## config.mk

```make
export PLATFORM = sky130hd
export DESIGN_NAME = reloc_limit_xlate
export DESIGN_NICKNAME = d
export VERILOG_FILES = /design/src/rtl/rlx_pkg.sv /design/src/rtl/rlx_cfg_regs.sv /design/src/rtl/rlx_check.sv /design/src/rtl/rlx_stage.sv /design/src/rtl/reloc_limit_xlate.sv
export SDC_FILE = /design/constraint.sdc
export NUM_CORES = 1
export LEC_CHECK = 0
export BUFFER_PORTS_ARGS = -buffer_cell sky130_fd_sc_hd__buf_2
export CORE_MARGIN = 8
export CORE_UTILIZATION = 45
export CTS_CLUSTER_DIAMETER = 60
export DETAILED_ROUTE_END_ITERATION = 12
export PLACE_DENSITY = 0.73
export SLEW_MARGIN = 15
export SYNTH_ARGS = -nofsm -noshare
export SYNTH_HDL_FRONTEND = slang
export SYNTH_SLANG_ARGS = --single-unit
```

## constraint.sdc

```tcl
create_clock -name clk -period 2.8 [get_ports clk]
set_input_delay 0.42 -clock clk [delete_from_list [all_inputs] [get_ports clk]]
set_output_delay 0.42 -clock clk [all_outputs]
set_load 0.03 [all_outputs]
```

## src/rtl/rlx_pkg.sv

```systemverilog
package rlx_pkg;
   typedef enum logic {
      SEL_BASE  = 1'b0,
      SEL_BOUND = 1'b1
   } cfg_sel_e;
endpackage

```

## src/rtl/rlx_cfg_regs.sv

```systemverilog
module rlx_cfg_regs
   import rlx_pkg::*;
#(
   parameter int unsigned     LADDR_W   = 16,
   parameter int unsigned     PADDR_W   = 20,
   parameter longint unsigned BASE_RST  = 0,
   parameter longint unsigned BOUND_RST = 0
) (
   input  logic               clk,
   input  logic               rst_n,
   input  logic               priv_mode,
   input  logic               we,
   input  logic               sel,
   input  logic [PADDR_W-1:0] wdata,
   output logic [PADDR_W-1:0] base_q,
   output logic [LADDR_W-1:0] bound_q
);
   logic     wr_ok;
   cfg_sel_e target;

   assign wr_ok  = we & priv_mode;
   assign target = cfg_sel_e'(sel);

   always_ff @(posedge clk) begin
      if (!rst_n) begin
         base_q  <= PADDR_W'(BASE_RST);
         bound_q <= LADDR_W'(BOUND_RST);
      end else if (wr_ok) begin
         if (target == SEL_BASE) base_q  <= wdata;
         else                    bound_q <= wdata[LADDR_W-1:0];
      end
   end

   AST_USER_WRITE_IGNORED: assert property (@(posedge clk) disable iff (!rst_n)
      !priv_mode |=> ($stable(base_q) && $stable(bound_q)));
endmodule

```

## src/rtl/rlx_check.sv

```systemverilog
module rlx_check #(
   parameter int unsigned LADDR_W = 16,
   parameter int unsigned PADDR_W = 20
) (
   input  logic [LADDR_W-1:0] laddr,
   input  logic [PADDR_W-1:0] base,
   input  logic [LADDR_W-1:0] bound,
   output logic               in_range,
   output logic [PADDR_W-1:0] paddr
);
   localparam int unsigned EXT_W = PADDR_W - LADDR_W;

   logic [PADDR_W-1:0] laddr_ext;

   if (LADDR_W < 1) begin : g_bad_lw
      $error("rlx_check: LADDR_W must be at least 1");
   end
   if (PADDR_W < LADDR_W) begin : g_bad_pw
      $error("rlx_check: PADDR_W must not be narrower than LADDR_W");
   end

   if (EXT_W == 0) begin : g_same_w
      assign laddr_ext = laddr;
   end else begin : g_wide_w
      assign laddr_ext = {{EXT_W{1'b0}}, laddr};
   end

   // Strict less-than on the untranslated address; sum wraps in PADDR_W bits.
   assign in_range = (laddr < bound);
   assign paddr    = laddr_ext + base;
endmodule

```

## src/rtl/rlx_stage.sv

```systemverilog
module rlx_stage #(
   parameter int unsigned LADDR_W = 16,
   parameter int unsigned PADDR_W = 20
) (
   input  logic               clk,
   input  logic               rst_n,
   input  logic               cpu_valid,
   output logic               cpu_ready,
   input  logic               in_range,
   input  logic [LADDR_W-1:0] laddr,
   input  logic [PADDR_W-1:0] paddr_in,
   output logic               mem_valid,
   input  logic               mem_ready,
   output logic [PADDR_W-1:0] mem_paddr,
   output logic               trap_pulse,
   output logic [LADDR_W-1:0] trap_laddr
);
   logic take;

   assign cpu_ready = ~mem_valid | mem_ready;
   assign take      = cpu_valid & cpu_ready;

   always_ff @(posedge clk) begin
      if (!rst_n) begin
         mem_valid  <= 1'b0;
         mem_paddr  <= '0;
         trap_pulse <= 1'b0;
         trap_laddr <= '0;
      end else begin
         trap_pulse <= take & ~in_range;
         if (take & ~in_range) trap_laddr <= laddr;
         if (take & in_range) begin
            mem_valid <= 1'b1;
            mem_paddr <= paddr_in;
         end else if (mem_ready) begin
            mem_valid <= 1'b0;
         end
      end
   end

   AST_STALL_HOLD: assert property (@(posedge clk) disable iff (!rst_n)
      (mem_valid && !mem_ready) |=> (mem_valid && $stable(mem_paddr)));
   AST_STALL_BLOCKS_CPU: assert property (@(posedge clk) disable iff (!rst_n)
      (mem_valid && !mem_ready) |-> !cpu_ready);
   AST_TRAP_FROM_ACCEPT: assert property (@(posedge clk) disable iff (!rst_n)
      trap_pulse |-> $past(cpu_valid && cpu_ready));
endmodule

```

## src/rtl/reloc_limit_xlate.sv

```systemverilog
module reloc_limit_xlate #(
   parameter int unsigned     LADDR_W   = 16,
   parameter int unsigned     PADDR_W   = 20,
   parameter longint unsigned BASE_RST  = 0,
   parameter longint unsigned BOUND_RST = 0
) (
   input  logic               clk,
   input  logic               rst_n,
   input  logic               priv_mode,
   input  logic               cfg_we,
   input  logic               cfg_sel,
   input  logic [PADDR_W-1:0] cfg_wdata,
   input  logic               cpu_valid,
   output logic               cpu_ready,
   input  logic [LADDR_W-1:0] cpu_laddr,
   output logic               mem_valid,
   input  logic               mem_ready,
   output logic [PADDR_W-1:0] mem_paddr,
   output logic               trap_pulse,
   output logic [LADDR_W-1:0] trap_laddr
);
   logic [PADDR_W-1:0] base_q;
   logic [LADDR_W-1:0] bound_q;
   logic               in_range;
   logic [PADDR_W-1:0] paddr_c;

   rlx_cfg_regs #(
      .LADDR_W(LADDR_W), .PADDR_W(PADDR_W),
      .BASE_RST(BASE_RST), .BOUND_RST(BOUND_RST)
   ) u_regs (
      .clk(clk), .rst_n(rst_n), .priv_mode(priv_mode),
      .we(cfg_we), .sel(cfg_sel), .wdata(cfg_wdata),
      .base_q(base_q), .bound_q(bound_q)
   );

   rlx_check #(.LADDR_W(LADDR_W), .PADDR_W(PADDR_W)) u_check (
      .laddr(cpu_laddr), .base(base_q), .bound(bound_q),
      .in_range(in_range), .paddr(paddr_c)
   );

   rlx_stage #(.LADDR_W(LADDR_W), .PADDR_W(PADDR_W)) u_stage (
      .clk(clk), .rst_n(rst_n),
      .cpu_valid(cpu_valid), .cpu_ready(cpu_ready),
      .in_range(in_range), .laddr(cpu_laddr), .paddr_in(paddr_c),
      .mem_valid(mem_valid), .mem_ready(mem_ready), .mem_paddr(mem_paddr),
      .trap_pulse(trap_pulse), .trap_laddr(trap_laddr)
   );

   AST_LEGAL_ISSUES: assert property (@(posedge clk) disable iff (!rst_n)
      (cpu_valid && cpu_ready && (cpu_laddr < bound_q)) |=> (mem_valid && !trap_pulse));
   AST_ILLEGAL_TRAPS: assert property (@(posedge clk) disable iff (!rst_n)
      (cpu_valid && cpu_ready && (cpu_laddr >= bound_q))
         |=> (trap_pulse && (trap_laddr == $past(cpu_laddr))));
   AST_TRAP_ABOVE_BOUND: assert property (@(posedge clk) disable iff (!rst_n)
      trap_pulse |-> (trap_laddr >= $past(bound_q)));
endmodule

```

After elaboration in Yosys (flattened, before gate mapping). Cells that the tools add are included.

Word-level logic and storage cells: 21. Bits in registers: 74.

$add $sub $neg: 1. Bitwise operators: 8. Muxes and demuxes: 2. Magnitude comparators: 1. Reduce and logical (&&, ||, !) cells: 3.

Operators by type and width (count): 16-bit by 20-bit adder with 20-bit output (1); 16-bit less-than comparator (1); 1-bit AND (4); 2-bit AND reduction (2); 1-bit NOT (3); 1-bit two-way mux (2); 2-bit nonzero test (1); 1-bit OR (1).

Longest topological paths before layout. Gate-level depths: netlist of run 1.

Word-level depth: 5. Mapped depth: 10. Gate-level depth less buffers: 9.

Cells and area by module. Synthesis of run 1 repeated with hierarchy kept, for this count alone.

Cells, all modules: 511. Area, all modules: 4393.0 µm².

Modules (own cells, without submodules): rlx_stage (times used 1, sequential area each 760.7 µm², area an instance 1547.7 µm², cells an instance 165); rlx_check (times used 1, sequential area each 0.0 µm², area an instance 1467.7 µm², cells an instance 206); rlx_cfg_regs (times used 1, sequential area each 720.7 µm², area an instance 1377.6 µm², cells an instance 140).

Least setup slack after synthesis of run 1. No wires, ideal clock.

Path kind: input -> register. From: in cpu_laddr[0]. To: reg u_stage.mem_paddr[18]. Library setup time: 0.116 ns. Required time: 2.684 ns. Cell stages on the path: 9. Buffers on the path: 0. Slack: 0.447 ns. Arrival: 2.236 ns. Path through: ha_1 > fa_1 > a211oi_1 > nor2_1 > a311oi_1 > o31a_1 > nor2_1 > xor2_1 > o211a_1.

Cells in the longest elaborated chain, start to end: 2.

Ends and longest elaborated chain: start, declared (line reloc_limit_xlate.sv:15) `input logic [LADDR_W-1:0] cpu_laddr,`; 16-bit less-than comparator (line rlx_check.sv:29) `assign in_range = (laddr < bound);`; 1-bit AND (line rlx_stage.sv:32) `if (take & in_range) begin`; end signal, assigned (line rlx_stage.sv:34) `mem_paddr <= paddr_in;`; end, declared (line rlx_stage.sv:14) `output logic [PADDR_W-1:0] mem_paddr,`.

Parallel ways exist; a longest one is shown, timed or not. A chain may end at the register's enable or synchronous reset.

Worst setup path in the final report of run 1.
From: reg u_regs.base_q[0]. To: reg u_stage.mem_paddr[18].

Cells in the longest elaborated chain, start to end: 1.

Ends and longest elaborated chain: start, declared (line rlx_cfg_regs.sv:15) `output logic [PADDR_W-1:0] base_q,`; start signal, assigned (line rlx_cfg_regs.sv:26) `base_q <= PADDR_W'(BASE_RST);`; start signal, assigned (line rlx_cfg_regs.sv:29) `if (target == SEL_BASE) base_q <= wdata;`; 16-bit by 20-bit adder with 20-bit output (line rlx_check.sv:30) `assign paddr = laddr_ext + base;`.

No other way between the ends.

==> results of run 1 <==
[sequential cells by signal, summed over array words and instances, names as in the netlist]
| register | cells |
|---|---|
| u_stage.mem_paddr | 20 |
| u_stage.mem_valid | 1 |
| u_regs.base_q | 20 |
| u_stage.trap_laddr | 16 |
| u_stage.trap_pulse | 1 |
| u_regs.bound_q | 16 |
[cells in the mapped netlist, drive strengths merged, types with 4 or more instances]
master,instances
nand2,87
dfxtp,74
a21oi,57
nor2,40
ha,31
mux2i,30
inv,19
clkbuf,17
nand3,11
xor2,11
o21ai,9
o21a,6
xnor2,6
nand2b,5
a21o,4
[area by class of cell]
class,instances,area (sq um)
inverter,20,75.07
clock buffer,14,162.7
sequential,74,1481
tap,105,131.4
fill,781,3687
timing repair buffer,85,460.4
multi-input combinational,334,2142
clock inverter,2,35.03
[power groups by stage]
stage / Combinational, W / Clock, W / Sequential, W
global placement: 0.000449 / 0 / 0.00115
global route: 0.000508 / 0.000913 / 0.00114
finish: 0.000463 / 0.000855 / 0.00113
detailed placement: 0.000460 / 0 / 0.00116
CTS: 0.000463 / 0.000864 / 0.00113
floorplan: 0.000246 / 0 / 0.00122
[routing by layer]
metal | routed length (microns) | vias to the layer above | track usage | part of all wire
met5 | 0 | - | 0 | 0
met2 | 4632 | 75 | 0.2803 | 0.47
li1 | - | 1696 | - | -
met4 | 193 | 0 | 0.07532 | 0.020
met3 | 502 | 15 | 0.04731 | 0.051
met1 | 4458 | 1531 | 0.2127 | 0.46
[worst min-delay path, cell delays in order]
cell and delay (ps):
buf_2 90, nand2_1 40, a21oi_1 50
[logic make-up (layout without fill, tap and decap cells)]
logic type	after synthesis	count (layout)	share of synthesized area
adder cells (fa/ha/maj)	32	32	0.1077
XOR/XNOR	17	17	0.03933
AO/OA/AOI/OAI	98	98	0.1623
buffers and inverters	40	121	0.04296
AND/OR/NAND/NOR	157	157	0.1771
multiplexers	30	30	0.07931
flip-flops	74	74	0.3913
[how the worst min path moves through the flow]
stage | start | slack, ps | to | cells after the start
floorplan | u_regs.bound_q[0]$_SDFFE_PN0P_ | 430 | u_regs.bound_q[0]$_SDFFE_PN0P_ | 2
global placement | u_stage.mem_paddr[4]$_SDFFE_PN0P_ | 440 | u_stage.mem_paddr[4]$_SDFFE_PN0P_ | 2
detailed placement | u_regs.bound_q[7]$_SDFFE_PN0P_ | 450 | u_regs.bound_q[7]$_SDFFE_PN0P_ | 2
CTS | cfg_wdata[18] | 280 | u_regs.base_q[18]$_SDFFE_PN0P_ | 3
global route | cfg_wdata[19] | 290 | u_regs.base_q[19]$_SDFFE_PN0P_ | 3
finish | cfg_wdata[18] | 290 | u_regs.base_q[18]$_SDFFE_PN0P_ | 3
[per-stage QoR]
stage | setup WS (ps) | std cells | utilization | area, sq um
6_report | 241.9 | 634 | 0.5490 | 4488
5_1_grt | 127.9 | 634 | 0.5490 | 4488
3_5_place_dp | 107.6 | 618 | 0.5248 | 4290
2_1_floorplan | 447.5 | 448 | - | 3786
3_3_place_gp | 161.3 | 618 | 0.5248 | 4290
4_1_cts | 271.0 | 634 | 0.5490 | 4488
==> metrics.md, run 1 <==
| Metric | Value |
|---|---|
| Outcome | complete, no violations |
| Largest net degree at the start of global routing | 42 |
| Crit path max-delay family | compound AO/OA/AOI/OAI gates |
| R2R Path End | u_stage.mem_paddr[18]$_SDFFE_PN0P_ |
| Seq pwr share | 0.462 |
| Gate Count Post-Synth | around 450 |
| Sw frac | 0.2893 |
| Num ports | 82 |
| Most frequent cells in the layout | nand2_1, buf_2, dfxtp_1 |
| Peak VDD IR | about 0.26 mV |
| Worst Setup Start Kind | flip-flop |
| Crit path required time | around 3100 ps |
| Worst path max stage delay | 460 ps |
| Reg2reg path depth | 9 |
| Synth Net Count | 523 |
| Fmax | 390.9 MHz |
| Hpwl dp | around 7.4 mm |
| Fin Hold WS | 289.1 ps |
| CTS tree | built |
| Final hold vios | 0 |
| Routed WL | around 9.8 mm |
| Count of cell types in the netlist | 46 |
| Pwr Density | about 550 nW/um^2 |
| Crit-path cells | ha_1, fa_1, a211oi_1, nor2_1, a311oi_1, o31a_1, nor2_1, xor2_1, o211a_1 |
| GP Congestion | around 0.83 |
| Internal power | between 0.0015 and 0.002 W |
| Die H | approximately 110 microns |
| Mapped cell area | approximately 3800 sq um |
| Mapped Avg Cell Area | between 8 and 9 sq um |
| Routed Antenna Nets | 0 |
| Most used cell, CP | nor2_1 |
| # setup viols final | 0 |
| Critical Path End | u_stage.mem_paddr[18]$_SDFFE_PN0P_ |
| Final Slew Violations | 0 |
| Ys async rst share | 0 |
| Clock network power share | 0.349 |
| Initial antenna violation count | 0 |
| Antenna Cells | 0 |
| Leak | 2.051 nW |
| Setup TNS | 0 ps |
| Starting Density | 0.4631 |
| Top_reg_cell synth | dfxtp_1 |
| Fin crit period | 2558 ps |
| # resized after CTS | 0 |
| Synthesis warning total | 0 |
| Post-CTS setup repair buffer count | 0 |
| Clock-pin slew on the worst setup and hold paths | roughly 80 ps |
| Fin crit share | 0.9136 |
| Hold-fix buffers at CTS | 0 |
| I/O Buffers | 81 |
| RSZ-0062 raised after global routing | false |
| Maximum buffer depth of the clock tree | 2 |
| DRT iter0 DRCs | roughly 130 |
| Worst Setup SP | u_regs.base_q[0]$_SDFFE_PN0P_ |
| Final setup skew | 9.556 ps |
| Clk_lat worst skew | between 300 and 400 ps |
| #FFs+latches synth | 74 |
| Hold Crit Class | input port to flip-flop |
| DR vias | 3317 |
| Total congestion overflow | 0 |
| Top-area cell type share of the netlist area | 0.3913 |
| Worst-Margin Slew | around 830 ps |
| CP Max Fanout | 4 |
| Commonest non-fill, non-tap cell in the layout | nand2_1 |
| RR Startpoint | u_regs.base_q[0]$_SDFFE_PN0P_ |
| Wire length of the first global-routing pass | 16.04 mm |
| Routed WL per cell | approximately 15 microns |
| Layout area overhead | 18.54% |
| Vias per inst | ~5.2 |
| H-Tree Depth | 3 |
| Critical path data arrival time | roughly 2800 ps |
| Slowest cell on the critical path | a311oi_1 |
| Setup crit end kind | flip-flop |
| Clock Tree Root | clkbuf_8 |
| Die X | between 100 and 150 microns |
| GRT Total Usage | 0.1741 |
| Buf/Inv on CP | 0 |
| Cell taking the most area after synthesis | dfxtp_1 |
| Pwr Total | 0.002449 W |
| Logic gate share of total power | 0.189 |
| Max Cap Viol | 0 |
| Die area | 11600 sq um |
| Critical Path Stages | 9 |
| Share of cells above drive strength 1 | 0.2023 |
| Sw Pwr | around 0.00071 W |
| Num Clock Sinks | 74 |
| Core area | 8175 sq um |
| Worst rel slew slack | 0.4452 |
| First-pass DRT Iterations | 4 |
| FF-to-FF setup slack | approximately 240 ps |
| Vias in the first global route | around 3300 |
| Post-route DRC | 0 |
| Layout Nets | 599 |
| Crit Path Class | flip-flop to flip-flop |
| Synth top area cells | dfxtp_1, ha_1, nand2_1 |
| Post-synth EDFFs | 0 |
| Number of cell rows | 33 |
| Sequential cell area fraction in the yosys report | 0.3913 |
| Num CTS Buffers | 9 |
(Power assumes the default switching activity.)
==> inputs of run 2 (changes only) <==
--- a/config.mk
+++ b/config.mk
@@ -7,10 +7,10 @@
 export LEC_CHECK = 0
 export BUFFER_PORTS_ARGS = -buffer_cell sky130_fd_sc_hd__buf_2
 export CORE_MARGIN = 8
-export CORE_UTILIZATION = 45
+export CORE_UTILIZATION = 54
 export CTS_CLUSTER_DIAMETER = 60
 export DETAILED_ROUTE_END_ITERATION = 12
-export PLACE_DENSITY = 0.73
+export PLACE_DENSITY = 0.84
 export SLEW_MARGIN = 15
 export SYNTH_ARGS = -nofsm -noshare
 export SYNTH_HDL_FRONTEND = slang
==> run 2 against run 1 <==
Compared with the run above:
- die area is 14% lower
- via count up 1.8%
- utilization is 11 points higher
- routed wire length shrank 2.3%
- worst hold slack improved by 9.4 ps
- clock power is 0.5% lower
- sequential power is essentially flat
- clock skew grew 4.6 ps
- combinational power about the same
- non-clock buffer count is 2 higher
- worst setup slack worse by 7.8 ps
- final area is 0.33% lower
- critical endpoint is now u_stage.mem_paddr[14]$_SDFFE_PN0P_
- largest power group unchanged
==> metrics.md, run 2 (synthesis results as in run 1) <==
| Metric | Value |
|---|---|
| Vias in the first global route | 3321 (was 3276) |
| Fin Hold WS | 298.5 ps (was 289.1 ps) |
| Hpwl dp | 7.256 mm (was 7.399 mm) |
| Crit path max-delay family | compound AO/OA/AOI/OAI gates (unchanged) |
| Clk_lat worst skew | 360 ps (was 370 ps) |
| Layout area overhead | 18.14% (was 18.54%) |
| Crit Path Class | flip-flop to flip-flop (unchanged) |
| Routed WL | 9.562 mm (was 9.786 mm) |
| I/O Buffers | 81 (unchanged) |
| Most used cell, CP | nor2_1 (unchanged) |
| Clock Tree Root | clkbuf_8 (unchanged) |
| Initial antenna violation count | 0 (unchanged) |
| Die X | 99.74 microns (was 107.7 microns) |
| H-Tree Depth | 3 (unchanged) |
| Final setup skew | 14.15 ps (was 9.556 ps) |
| Cell area after layout | 4473 sq um (was 4488 sq um) |
| Fillers | 578 (was 781) |
| Number of cell rows | 30 (was 33) |
| Core Util, Final | 0.6584 (was 0.5490) |
| Fin crit period | 2566 ps (was 2558 ps) |
| DR vias | 3376 (was 3317) |
| Fmax | 389.7 MHz (was 390.9 MHz) |
| Post-route DRC | 0 (unchanged) |
| Placed Area | 4269 sq um (was 4290 sq um) |
| Crit path required time | 3010 ps (was 3060 ps) |
| Worst path max stage delay | 480 ps (was 460 ps) |
| Top Registers | u_regs.base_q x20, u_stage.mem_paddr x20 (unchanged) |
| Routed WL per cell | 15.27 microns (was 15.44 microns) |
| Buf/Inv on CP | 0 (unchanged) |
| Slowest cell on the critical path | a311oi_1 (unchanged) |
| FF-to-FF setup slack | 230 ps (was 240 ps) |
| Maximum buffer depth of the clock tree | 2 (unchanged) |
| CTS tree | built (unchanged) |
| Core area | 6794 sq um (was 8175 sq um) |
| Leak | 2.057 nW (was 2.051 nW) |
| Vias per inst | 5.393 (was 5.232) |
| Num Clock Sinks | 74 (unchanged) |
| Hold-fix buffers at CTS | 0 (unchanged) |
| Antenna Cells | 0 (unchanged) |
| Starting Density | 0.5573 (was 0.4631) |
| Critical path data arrival time | 2770 ps (was 2820 ps) |
| Outcome | complete, no violations (unchanged) |
| Fin crit share | 0.9164 (was 0.9136) |
| Setup TNS | 0 ps (unchanged) |
| DRT iter0 DRCs | 188 (was 131) |
| Setup crit end kind | flip-flop (unchanged) |
| Num CTS Buffers | 9 (unchanged) |
| Clock-pin slew on the worst setup and hold paths | 80 ps (about the same) |
| Total congestion overflow | 0 (unchanged) |
| Pwr Total | 0.002445 W (was 0.002449 W) |
| # setup viols final | 0 (unchanged) |
| FF+latch area | 1481 sq um (unchanged) |
| Most frequent cells in the layout | nand2_1, buf_2, dfxtp_1 (unchanged) |
| Worst-Margin Slew | 756.9 ps (was 827.1 ps) |
| CP Max Fanout | 4 (unchanged) |
| GRT Total Usage | 0.1940 (was 0.1741) |
| Die H | 99.74 microns (was 107.7 microns) |
| Wire length of the first global-routing pass | 15.53 mm (was 16.04 mm) |
| Peak VDD IR | 0.3936 mV (was 0.2611 mV) |
| Share of cells above drive strength 1 | 0.2075 (was 0.2023) |
| Worst Setup Start Kind | flip-flop (unchanged) |
| First-pass DRT Iterations | 4 (unchanged) |
| Multi-input logic area | 2142 sq um (unchanged) |
| Final Slew Violations | 0 (unchanged) |
| Die area | 9947 sq um (was 11600 sq um) |
| Crit-path cells | ha_1, fa_1, a211oi_1, nor2_1, a311oi_1, o311ai_1, xor2_1, mux2i_1, nor2_1 (was ha_1, fa_1, a211oi_1, nor2_1, a311oi_1, o31a_1, nor2_1, xor2_1, o211a_1) |
| Hold Crit Class | input port to flip-flop (unchanged) |
| GP Congestion | 0.8918 (was 0.8261) |
| Max Cap Viol | 0 (unchanged) |
| Commonest non-fill, non-tap cell in the layout | nand2_1 (unchanged) |
| Worst rel slew slack | 0.4936 (was 0.4452) |
| Pwr Density | 546.6 nW/um^2 (was 545.7 nW/um^2) |
| Layout Nets | 601 (was 599) |
| Num ports | 82 (unchanged) |
| Final hold vios | 0 (unchanged) |
| Largest net degree at the start of global routing | 69 (was 42) |
| # resized after CTS | 0 (unchanged) |
| Routed Antenna Nets | 0 (unchanged) |
| Post-CTS setup repair buffer count | 0 (unchanged) |
| RSZ-0062 raised after global routing | false (unchanged) |
## run 2: path summary, 6_finish.rpt
| check | startpoint | to | depth (start not counted) |
|---|---|---|---|
| max reg2reg | u_regs.base_q[0]$_SDFFE_PN0P_ | u_stage.mem_paddr[14]$_SDFFE_PN0P_ | 9 |
| max | u_regs.base_q[0]$_SDFFE_PN0P_ | u_stage.mem_paddr[14]$_SDFFE_PN0P_ | 9 |
| min reg2reg | u_regs.bound_q[8]$_SDFFE_PN0P_ | u_regs.bound_q[8]$_SDFFE_PN0P_ | 2 |
| min | cfg_wdata[17] | u_regs.base_q[17]$_SDFFE_PN0P_ | 3 |
## run 2: tightest hold or removal path: cells and delay by family
kind / cells / cell delay [ps]
AOI/OAI and AO/OA: 1 / 50
buffers and inverters: 1 / 90
and+or+nand+nor: 1 / 50
## run 2: through the flow
stage                     instances  setup WS [ps]
final                           626          234.1
after global routing            626          91.45
after CTS                       626          298.4
after detailed placement        611          70.90
after global placement          611          167.8
after floorplan                 448          447.5
## run 2: cell type report
| class | count | share of cell area |
|---|---|---|
| Clock buffer | 13 | 0.03776 |
| Clock inverter | 2 | 0.007832 |
| Inverter | 20 | 0.01678 |
| Multi-Input combinational cell | 334 | 0.4789 |
| Sequential cell | 74 | 0.3312 |
| Tap cell | 96 | 0.02685 |
| Timing Repair Buffer | 87 | 0.1007 |
## run 2: per-layer routing
metal | wire length, microns | GRT usage | part of all wire
met3 | 576 | 0.05517 | 0.060
met1 | 4162 | 0.2347 | 0.44
met5 | 0 | 0 | 0
met2 | 4631 | 0.3109 | 0.48
met4 | 192 | 0.08731 | 0.020
## run 2: report_power, final
part | switching [W] | internal, W | total [W] | leakage (nW)
clock network | 0.000373 | 0.000479 | 0.000851 | 0.106
registers | 0.0000285 | 0.00110 | 0.00113 | 0.603
logic | 0.000287 | 0.000173 | 0.000460 | 1.35
